<file path="src/rtl/repl_sel_pkg.sv">
package repl_sel_pkg;
  localparam int unsigned DEF_SET_W  = 10;
  localparam int unsigned DEF_LDR_W  = 5;
  localparam int unsigned DEF_CNT_W  = 10;
  localparam int unsigned DEF_WAYS   = 16;
  localparam int unsigned DEF_COST_W = 3;
  localparam int unsigned DEF_WT_W   = 2;

  typedef enum logic [1:0] {
    UPD_HOLD = 2'd0,
    UPD_INC  = 2'd1,
    UPD_DEC  = 2'd2
  } upd_kind_e;
endpackage

</file>
<file path="src/rtl/leader_detect.sv">
module leader_detect #(
  parameter int unsigned SET_W = 10,
  parameter int unsigned LDR_W = 5
) (
  input  logic [SET_W-1:0] set_i,
  output logic             leader_o
);
  logic [SET_W-1:0] unused_hi;
  // leader when the two low index fields match
  assign leader_o  = (set_i[LDR_W-1:0] == set_i[2*LDR_W-1:LDR_W]);
  assign unused_hi = set_i;
endmodule

</file>
<file path="src/rtl/policy_counter.sv">
module policy_counter
  import repl_sel_pkg::*;
#(
  parameter int unsigned CNT_W  = 10,
  parameter int unsigned COST_W = 3
) (
  input  logic              clk_i,
  input  logic              rst_ni,
  input  upd_kind_e         kind_i,
  input  logic [COST_W-1:0] amt_i,
  output logic [CNT_W-1:0]  cnt_o
);
  localparam logic [CNT_W-1:0] CNT_MID = CNT_W'(1) << (CNT_W-1);
  localparam logic [CNT_W-1:0] CNT_MAX = '1;

  logic [CNT_W-1:0] cnt_q, cnt_d, amt_ext;
  logic [CNT_W:0]   sum;

  assign amt_ext = CNT_W'(amt_i);
  assign sum     = {1'b0, cnt_q} + {1'b0, amt_ext};

  always_comb begin
    cnt_d = cnt_q;
    unique case (kind_i)
      UPD_INC: cnt_d = sum[CNT_W] ? CNT_MAX : sum[CNT_W-1:0];
      UPD_DEC: cnt_d = (cnt_q < amt_ext) ? '0 : cnt_q - amt_ext;
      default: cnt_d = cnt_q;
    endcase
  end

  always_ff @(posedge clk_i or negedge rst_ni) begin
    if (!rst_ni) cnt_q <= CNT_MID;
    else         cnt_q <= cnt_d;
  end

  assign cnt_o = cnt_q;
endmodule

</file>
<file path="src/rtl/victim_chooser.sv">
module victim_chooser #(
  parameter int unsigned WAYS   = 16,
  parameter int unsigned COST_W = 3,
  parameter int unsigned WT_W   = 2,
  localparam int unsigned WAY_W  = $clog2(WAYS),
  localparam int unsigned RANK_W = $clog2(WAYS)
) (
  input  logic [WAYS*RANK_W-1:0] rank_i,
  input  logic [WAYS*COST_W-1:0] cost_i,
  input  logic [WT_W-1:0]        wt_i,
  input  logic                   use_cost_i,
  output logic [WAY_W-1:0]       victim_o
);
  localparam int unsigned SCORE_W = RANK_W + COST_W + WT_W + 1;

  logic [WT_W-1:0]    eff_wt;
  logic [SCORE_W-1:0] score [WAYS];

  assign eff_wt = use_cost_i ? wt_i : '0;

  for (genvar w = 0; w < WAYS; w++) begin : g_score
    assign score[w] = SCORE_W'(rank_i[w*RANK_W +: RANK_W])
                    + SCORE_W'(eff_wt) * SCORE_W'(cost_i[w*COST_W +: COST_W]);
  end

  // linear scan, strict less-than keeps lowest index on ties
  always_comb begin
    logic [SCORE_W-1:0] best;
    best     = score[0];
    victim_o = '0;
    for (int w = 1; w < WAYS; w++) begin
      if (score[w] < best) begin
        best     = score[w];
        victim_o = WAY_W'(w);
      end
    end
  end
endmodule

</file>
<file path="src/rtl/adaptive_repl_sel.sv">
module adaptive_repl_sel
  import repl_sel_pkg::*;
#(
  parameter int unsigned SET_W  = DEF_SET_W,
  parameter int unsigned LDR_W  = DEF_LDR_W,
  parameter int unsigned CNT_W  = DEF_CNT_W,
  parameter int unsigned WAYS   = DEF_WAYS,
  parameter int unsigned COST_W = DEF_COST_W,
  parameter int unsigned WT_W   = DEF_WT_W,
  localparam int unsigned WAY_W  = $clog2(WAYS),
  localparam int unsigned RANK_W = $clog2(WAYS)
) (
  input  logic                   clk_i,
  input  logic                   rst_ni,
  input  logic                   upd_valid_i,
  input  logic [SET_W-1:0]       upd_set_i,
  input  logic                   main_hit_i,
  input  logic                   aux_hit_i,
  input  logic [COST_W-1:0]      miss_cost_i,
  input  logic [SET_W-1:0]       qry_set_i,
  input  logic [WAYS*RANK_W-1:0] qry_rank_i,
  input  logic [WAYS*COST_W-1:0] qry_cost_i,
  input  logic [WT_W-1:0]        cost_wt_i,
  output logic [WAY_W-1:0]       victim_o,
  output logic                   use_cost_o,
  output logic                   policy_cost_o,
  output logic [CNT_W-1:0]       sel_cnt_o
);
  logic      upd_leader, qry_leader;
  upd_kind_e kind;

  leader_detect #(.SET_W(SET_W), .LDR_W(LDR_W)) u_upd_ldr (
    .set_i(upd_set_i), .leader_o(upd_leader)
  );
  leader_detect #(.SET_W(SET_W), .LDR_W(LDR_W)) u_qry_ldr (
    .set_i(qry_set_i), .leader_o(qry_leader)
  );

  always_comb begin
    kind = UPD_HOLD;
    if (upd_valid_i && upd_leader) begin
      if (main_hit_i && !aux_hit_i)      kind = UPD_INC;
      else if (!main_hit_i && aux_hit_i) kind = UPD_DEC;
    end
  end

  policy_counter #(.CNT_W(CNT_W), .COST_W(COST_W)) u_cnt (
    .clk_i (clk_i),
    .rst_ni(rst_ni),
    .kind_i(kind),
    .amt_i (miss_cost_i),
    .cnt_o (sel_cnt_o)
  );

  assign policy_cost_o = sel_cnt_o[CNT_W-1];
  assign use_cost_o    = qry_leader | policy_cost_o;

  victim_chooser #(.WAYS(WAYS), .COST_W(COST_W), .WT_W(WT_W)) u_vic (
    .rank_i    (qry_rank_i),
    .cost_i    (qry_cost_i),
    .wt_i      (cost_wt_i),
    .use_cost_i(use_cost_o),
    .victim_o  (victim_o)
  );
endmodule

</file>
<file path="config.mk">
export PLATFORM = sky130hd
export DESIGN_NAME = adaptive_repl_sel
export DESIGN_NICKNAME = d
export VERILOG_FILES = /design/src/rtl/repl_sel_pkg.sv /design/src/rtl/leader_detect.sv /design/src/rtl/policy_counter.sv /design/src/rtl/victim_chooser.sv /design/src/rtl/adaptive_repl_sel.sv
export SDC_FILE = /design/constraint.sdc
export NUM_CORES = 1
export LEC_CHECK = 0
export BUFFER_PORTS_ARGS = -buffer_cell sky130_fd_sc_hd__buf_2
export CAP_MARGIN = 10
export CORE_UTILIZATION = 40
export CTS_BUF_LIST = sky130_fd_sc_hd__clkbuf_4 sky130_fd_sc_hd__clkbuf_8
export DETAILED_ROUTE_END_ITERATION = 8
export PLACE_DENSITY_LB_ADDON = 0.3
export SETUP_SLACK_MARGIN = 0.15
export SLEW_MARGIN = 10
export SYNTH_ARGS = -nofsm -noshare
export SYNTH_HDL_FRONTEND = slang
export SYNTH_SLANG_ARGS = --single-unit
</file>
<file path="constraint.sdc">
create_clock -name clk_i -period 39.2 [get_ports clk_i]
set_input_delay 1.96 -clock clk_i [delete_from_list [all_inputs] [get_ports clk_i]]
set_output_delay 1.96 -clock clk_i [all_outputs]
set_load 0.1 [all_outputs]
</file>
==> results.rst, run 1 <==
.. list-table::
   :header-rows: 1

   * - Metric
     - Value
   * - Result of the run
     - finished clean
   * - Final WL
     - 24200 um
   * - Type of origin of the critical path
     - input pin
   * - Combinational family with the most area after synthesis
     - adder cells
   * - # resized after CTS
     - 0
   * - Avg Cell Area, Syn
     - 7.54 sq um
   * - Overall routing resource usage
     - 21.0%
   * - Final setup violation count
     - 0
   * - Met2 routed wirelength
     - 11700 um
   * - Worst Path Required
     - 37.24 ns
   * - Cell with the biggest individual delay on the critical path
     - or4_1
   * - Synthesized Nets
     - 1500
   * - Count of buffers inserted at the top-level ports
     - between 150 and 200
   * - Synth Area in Adders
     - 28.9%
   * - Synthesis-to-finish area growth
     - 12.2%
   * - Number of filler instances in the final layout
     - 2292
   * - Root Driver
     - clkbuf_8
   * - Hold Violations, Final
     - 0
   * - Count of state elements after synthesis
     - 10
   * - Distinct cell type count after synthesis
     - 111
   * - Maximum buffer depth of the clock tree
     - 2
   * - Depth of the worst register-to-register path
     - 14
   * - Placed instance area
     - 9970 sq um
   * - Number of enable-type register cells in the synthesized netlist
     - 0
   * - Multi-input gate area in the final layout
     - 8010 sq um
   * - Final net count
     - between 1500 and 2000
   * - Fraction of synthesized area in multiplexers
     - 3.74%
   * - Register-to-Register Setup Slack
     - 36.18 ns
   * - ANT nets after route
     - 0
   * - Launch instance of the worst register-to-register path
     - u_cnt.cnt_o[0]
   * - Clock transition at path regs
     - 0.05 ns
   * - Wire length on met3
     - 856 um
   * - Worst Skew
     - 0.00164 ns
   * - Fraction of synthesis flops using an asynchronous set or reset pin
     - 100%
   * - Leftover overflow at the end of global routing
     - 0
   * - Clock sinks
     - 10
   * - Hold Path Cell Cnt
     - 2
   * - Site row count
     - 54
   * - Simple logic cell fraction of the synthesized area
     - 23.0%
   * - H-tree levels
     - 1
   * - CTS tree
     - yes
   * - Ant diodes
     - 0
   * - Die Span Y
     - around 150 um
   * - Post-Synth XOR/XNOR Area
     - 5.67%
   * - Cell mode on critical path
     - ha_1
   * - Dpl ws
     - 6.09 ns
   * - Crit path DAT
     - roughly 31 ns
   * - RSZ-0062 raised after global routing
     - no
   * - Startpoint of the most critical hold path
     - u_cnt.cnt_o[0]
   * - Num ports
     - 158
   * - First-pass DRT Iterations
     - 5
   * - Post-cts hold buffer count
     - 0
   * - Flip-flop cell with the highest count after synthesis
     - dfrtp_1
   * - Die outline area
     - about 23000 sq um
   * - Setup slack after layout
     - 5.94 ns
   * - Post-Layout Inst Area
     - 10000 sq um
   * - Flip-flop count of the largest register after layout
     - 10
   * - Class of the worst hold path
     - reg2reg
   * - Starting utilization of the core area
     - 40.8%
   * - Via density per instance
     - 5.67
   * - Endpoint, Worst Hold
     - u_cnt.cnt_o[0]
   * - Antenna violations before repair
     - 0
   * - Worst r2r dst
     - u_cnt.cnt_o[9]
   * - Yosys synthesis warning count
     - 0
   * - Post-synthesis instance area
     - ~8900 sq um
   * - Top Metal Used
     - met4
   * - Critical path buffer and inverter count
     - 11
   * - Weighted congestion at the end of routability-driven global placement
     - 0.949
   * - Pins Over Slew Limit
     - 0
   * - Final Critical Period
     - 33.26 ns
   * - Setup Crit Path Kind
     - in2out
   * - Transition time at the pin with the least slew margin
     - approximately 0.83 ns
   * - Post-Route M1 WL
     - 11100 um
   * - Crit path largest cell delay
     - 0.61 ns
   * - Most used cells in the layout excluding fill and tap cells
     - buf_2 (157), inv_1 (148), ha_1 (123)
   * - Crit path depth
     - 144
   * - TritonCTS buffer count
     - 3
   * - Detailed placer's ending HPWL
     - around 21000 um
   * - Max Clock Freq
     - approximately 30 MHz
   * - Area fraction in compound gates after synthesis
     - 28.1%
   * - Postcts setup bufs
     - 0
   * - Most common cell after layout, fill and taps aside
     - buf_2
   * - Total number of vias
     - 9096
   * - Routed length per instance
     - around 15 um
   * - Core Area
     - 21900 sq um
   * - Latest clock arrival within the worst-skew pair
     - 0.24 ns
   * - Share of post-route cells with drive strength above 1
     - 18.1%
   * - Synthesized instance count
     - about 1200
   * - Max-capacitance violation count
     - 0
   * - Vias in the first global route
     - 8736
   * - Worst max-slew margin expressed relative to the limit
     - 44.6%
   * - Die X-Extent
     - 151 um
   * - DRT iter0 DRCs
     - between 400 and 500
   * - Number of remaining DRC errors
     - 0
   * - Category of the worst setup path capture point
     - primary output
   * - Fraction of the yosys area taken by sequential cells
     - roughly 2.8%
   * - Wire length of the first global-routing pass
     - ~40000 um
   * - Part of the cycle the worst path needs
     - 84.9%
   * - CP Max Fanout
     - 25
   * - Sequential Area
     - 251 sq um
   * - Largest net degree at the start of global routing
     - 49
   * - Kind of cell with the highest combined delay on the critical path
     - compound AO/OA/AOI/OAI gates
   * - Sum of negative setup slack
     - 0 ns
how the worst max path moves through the flow:
stage                     slack [ns]    startpoint           to
after floorplan                 8.97  qry_set_i[5]  victim_o[0]
after global placement          6.82  qry_set_i[5]  victim_o[0]
after detailed placement        6.09  qry_set_i[5]  victim_o[0]
after CTS                       6.00  qry_set_i[5]  victim_o[0]
after global routing            3.29  qry_set_i[5]  victim_o[0]
final                           5.94  qry_set_i[5]  victim_o[0]
worst reg2reg max path, cell delays in order, from the launching register on:
cell and delay (ns):
dfrtp_1 0.39, inv_1 0.08, ha_1 0.13, inv_1 0.06
fa_1 0.40, a211o_1 0.34, nor3_1 0.23, nand2b_1 0.13
nor2_1 0.15, nand2_1 0.16, nand2_1 0.26, o21ai_0 0.18
a31oi_1 0.18, nor2_1 0.05, o22a_1 0.21
logic make-up after synthesis:
logic type,Yosys count
multiplexers,30
adder cells (fa/ha/maj),177
flip-flops,10
buffers and inverters,173
AND/OR/NAND/NOR,405
XOR/XNOR,57
AO/OA/AOI/OAI,333
final cells by class:
type                            count  area share (%)
Inverter                          148            5.54
Sequential cell                    10            2.51
Clock buffer                        4           0.549
Timing Repair Buffer              159            7.99
Tap cell                          280            3.50
Multi-Input combinational cell   1002            79.9
synth_stat cells (all sizes together), types with 7 or more instances:
cell type,n,area (sq um)
inv,148,556
ha,123,1540
xor2,27,244
fa,50,1000
dfrtp,9,225
nor2b,17,106
nor3,25,125
o21ai,47,262
a21oi,79,407
o31ai,8,60.1
mux2,12,150
a31o,7,61.3
or2,17,109
o211ai,24,190
nand4,8,50.1
nand3,31,160
clkbuf,17,63.8
nand2,115,439
a31oi,18,113
xnor2,30,263
or3,8,55.1
nand2b,9,56.3
o221ai,8,82.6
nor2,89,337
o22ai,8,50.1
o32ai,7,76.3
a211oi,14,138
and3,12,85.1
a21o,31,233
buf,8,66.3
and2,44,275
nor4,7,58.8
mux2i,18,184
per-stage QoR:
| step | cells | utilization (%) | hold slack, ns |
|---|---|---|---|
| after global routing | 1603 | 45.8 | 0.630 |
| after CTS | 1603 | 45.8 | 0.593 |
| after global placement | 1599 | 45.5 | 0.581 |
| final | 1603 | 45.8 | 0.586 |
| after detailed placement | 1599 | 45.5 | 0.584 |
| after floorplan | 1185 | - | 0.989 |
metal layers:
layer / up-vias / track usage, %
li1: 4538 / -
met1: 4281 / 27.4
met2: 243 / 38.0
met3: 34 / 0.783
met4: 0 / 4.80
met5: - / 0
Power of run 1 is left out: the tool's default activity adds up to more than one toggle a clock period on the data nets, which glitch-free logic cannot reach.
==> inputs of run 2 (changes only) <==
- clock period: 39.2 -> 34.1 ns (I/O delays scaled with it)
==> results.rst, run 2 (same netlist as run 1, synthesis figures left out) <==
.. list-table::
   :header-rows: 1

   * - Metric
     - Value
   * - Num ports
     - 158 (unchanged)
   * - Sum of negative setup slack
     - 0 ns (unchanged)
   * - Cell with the biggest individual delay on the critical path
     - or4_1 (unchanged)
   * - Class of the worst hold path
     - reg2reg (unchanged)
   * - Final WL
     - 24600 um (was 24200 um)
   * - Crit path DAT
     - 29.89 ns (was 31.30 ns)
   * - Clock transition at path regs
     - 0.05 ns (about the same)
   * - Antenna violations before repair
     - 0 (unchanged)
   * - Crit path largest cell delay
     - 0.62 ns (was 0.61 ns)
   * - Latest clock arrival within the worst-skew pair
     - 0.25 ns (was 0.24 ns)
   * - Maximum buffer depth of the clock tree
     - 2 (unchanged)
   * - Pins Over Slew Limit
     - 0 (unchanged)
   * - Flip-flop count of the largest register after layout
     - 10 (unchanged)
   * - Critical path buffer and inverter count
     - 9 (was 11)
   * - Worst Path Required
     - 32.39 ns (was 37.24 ns)
   * - Share of post-route cells with drive strength above 1
     - 19.4% (was 18.1%)
   * - DRT iter0 DRCs
     - 508 (was 492)
   * - Setup Crit Path Kind
     - in2out (unchanged)
   * - Part of the cycle the worst path needs
     - 92.6%
   * - H-tree levels
     - 1 (unchanged)
   * - Transition time at the pin with the least slew margin
     - 0.760 ns (was 0.827 ns)
   * - TritonCTS buffer count
     - 3 (unchanged)
   * - Clock sinks
     - 10 (unchanged)
   * - RSZ-0062 raised after global routing
     - no (unchanged)
   * - CP Max Fanout
     - 13 (was 25)
   * - Ant diodes
     - 0 (unchanged)
   * - Final Util
     - 46.4% (was 45.8%)
   * - Root Driver
     - clkbuf_8 (unchanged)
   * - Max Clock Freq
     - roughly 32 MHz
   * - Count of buffers inserted at the top-level ports
     - 157 (unchanged)
   * - Final setup violation count
     - 0 (unchanged)
   * - Most used cells in the layout excluding fill and tap cells
     - buf_2 (156), inv_1 (148), ha_1 (123) (was buf_2 (157), inv_1 (148), ha_1 (123))
   * - Worst max-slew margin expressed relative to the limit
     - 49.0% (was 44.6%)
   * - Die X-Extent
     - 151 um (unchanged)
   * - Total number of vias
     - 9035 (was 9096)
   * - Wire length of the first global-routing pass
     - 40500 um (was 40000 um)
   * - Routed length per instance
     - 15.3 um (was 15.1 um)
   * - Via density per instance
     - 5.60 (was 5.67)
   * - First-pass DRT Iterations
     - 5 (unchanged)
   * - Die Span Y
     - 151 um (unchanged)
   * - Final net count
     - 1649 (was 1639)
   * - Cell mode on critical path
     - ha_1 (unchanged)
   * - Hold Violations, Final
     - 0 (unchanged)
   * - Worst Skew
     - 0.000833 ns (was 0.00164 ns)
   * - Detailed placer's ending HPWL
     - 20800 um (was 20700 um)
   * - Vias in the first global route
     - 8745 (was 8736)
   * - Type of origin of the critical path
     - input pin (unchanged)
   * - Overall routing resource usage
     - 21.4% (was 21.0%)
   * - Max-capacitance violation count
     - 0 (unchanged)
   * - Site row count
     - 54 (unchanged)
   * - Category of the worst setup path capture point
     - primary output (unchanged)
   * - CTS tree
     - yes (unchanged)
   * - Leftover overflow at the end of global routing
     - 0 (unchanged)
   * - Most common cell after layout, fill and taps aside
     - buf_2 (unchanged)
   * - Core Area
     - 21900 sq um (unchanged)
   * - Largest net degree at the start of global routing
     - 27 (was 49)
   * - Number of remaining DRC errors
     - 0 (unchanged)
   * - Result of the run
     - finished clean (unchanged)
   * - Starting utilization of the core area
     - 40.8% (unchanged)
   * - ANT nets after route
     - 0 (unchanged)
   * - Kind of cell with the highest combined delay on the critical path
     - compound AO/OA/AOI/OAI gates (unchanged)
   * - Synthesis-to-finish area growth
     - 13.6% (was 12.2%)
   * - Weighted congestion at the end of routability-driven global placement
     - 0.951 (was 0.949)
   * - Final Critical Period
     - 31.59 ns
   * - Die outline area
     - 22900 sq um (unchanged)
-- run 2: per-stage QoR --
stage | cell area [sq um] | std cells | hold slack (ns) | worst slack [ns]
2_1_floorplan | 8930 | 1185 | 0.989 | 4.38
3_3_place_gp | 9970 | 1599 | 0.585 | 2.32
3_5_place_dp | 9970 | 1599 | 0.592 | 1.65
4_1_cts | 10000 | 1603 | 0.600 | 1.56
5_1_grt | 10100 | 1613 | 0.642 | 0.0852
6_report | 10100 | 1613 | 0.593 | 2.51
-- run 2: path summary, 6_finish.rpt --
kind / from / slack (ns) / cells after the start / endpoint
max: qry_set_i[5] / 2.51 / 137 / victim_o[3]
min: u_cnt.cnt_o[0] / 0.59 / 2 / u_cnt.cnt_o[0]
max reg2reg: u_cnt.cnt_o[0] / 31.05 / 14 / u_cnt.cnt_o[9]
min reg2reg: u_cnt.cnt_o[0] / 0.59 / 2 / u_cnt.cnt_o[0]
max in group asynchronous: rst_ni / 32.51 / 1 / u_cnt.cnt_o[9]
min in group asynchronous: rst_ni / 1.32 / 1 / u_cnt.cnt_o[6]
-- run 2: area by class of cell --
cell class | instances | area [sq um]
Clock buffer | 4 | 48.8
Fill cell | 2260 | 11700
Multi-Input combinational cell | 1004 | 8080
Tap cell | 280 | 350
Sequential cell | 10 | 251
Inverter | 148 | 556
Timing Repair Buffer | 167 | 863
-- run 2: timing repair --
action	in CTS	in global routing
resized for setup	0	12
endpoints found under the setup margin	0	4
setup buffers	0	8
hold buffers	0	0
-- run 2: routing by layer --
metal	share of wire, %	vias up	global-route usage [%]
li1	-	4566	-
met1	46	4202	28.2
met2	47	230	37.7
met3	4.0	37	0.813
met4	2.4	0	5.85
met5	0	-	0
-- run 2: worst min-delay path: cells and delay by family (launching register included) --
kind	cells	cell delay, ns
AO/OA/AOI/OAI	1	0.07
flip-flops	1	0.39
buffers and inverters	1	0.08
Power of run 2 is left out for the same reason.
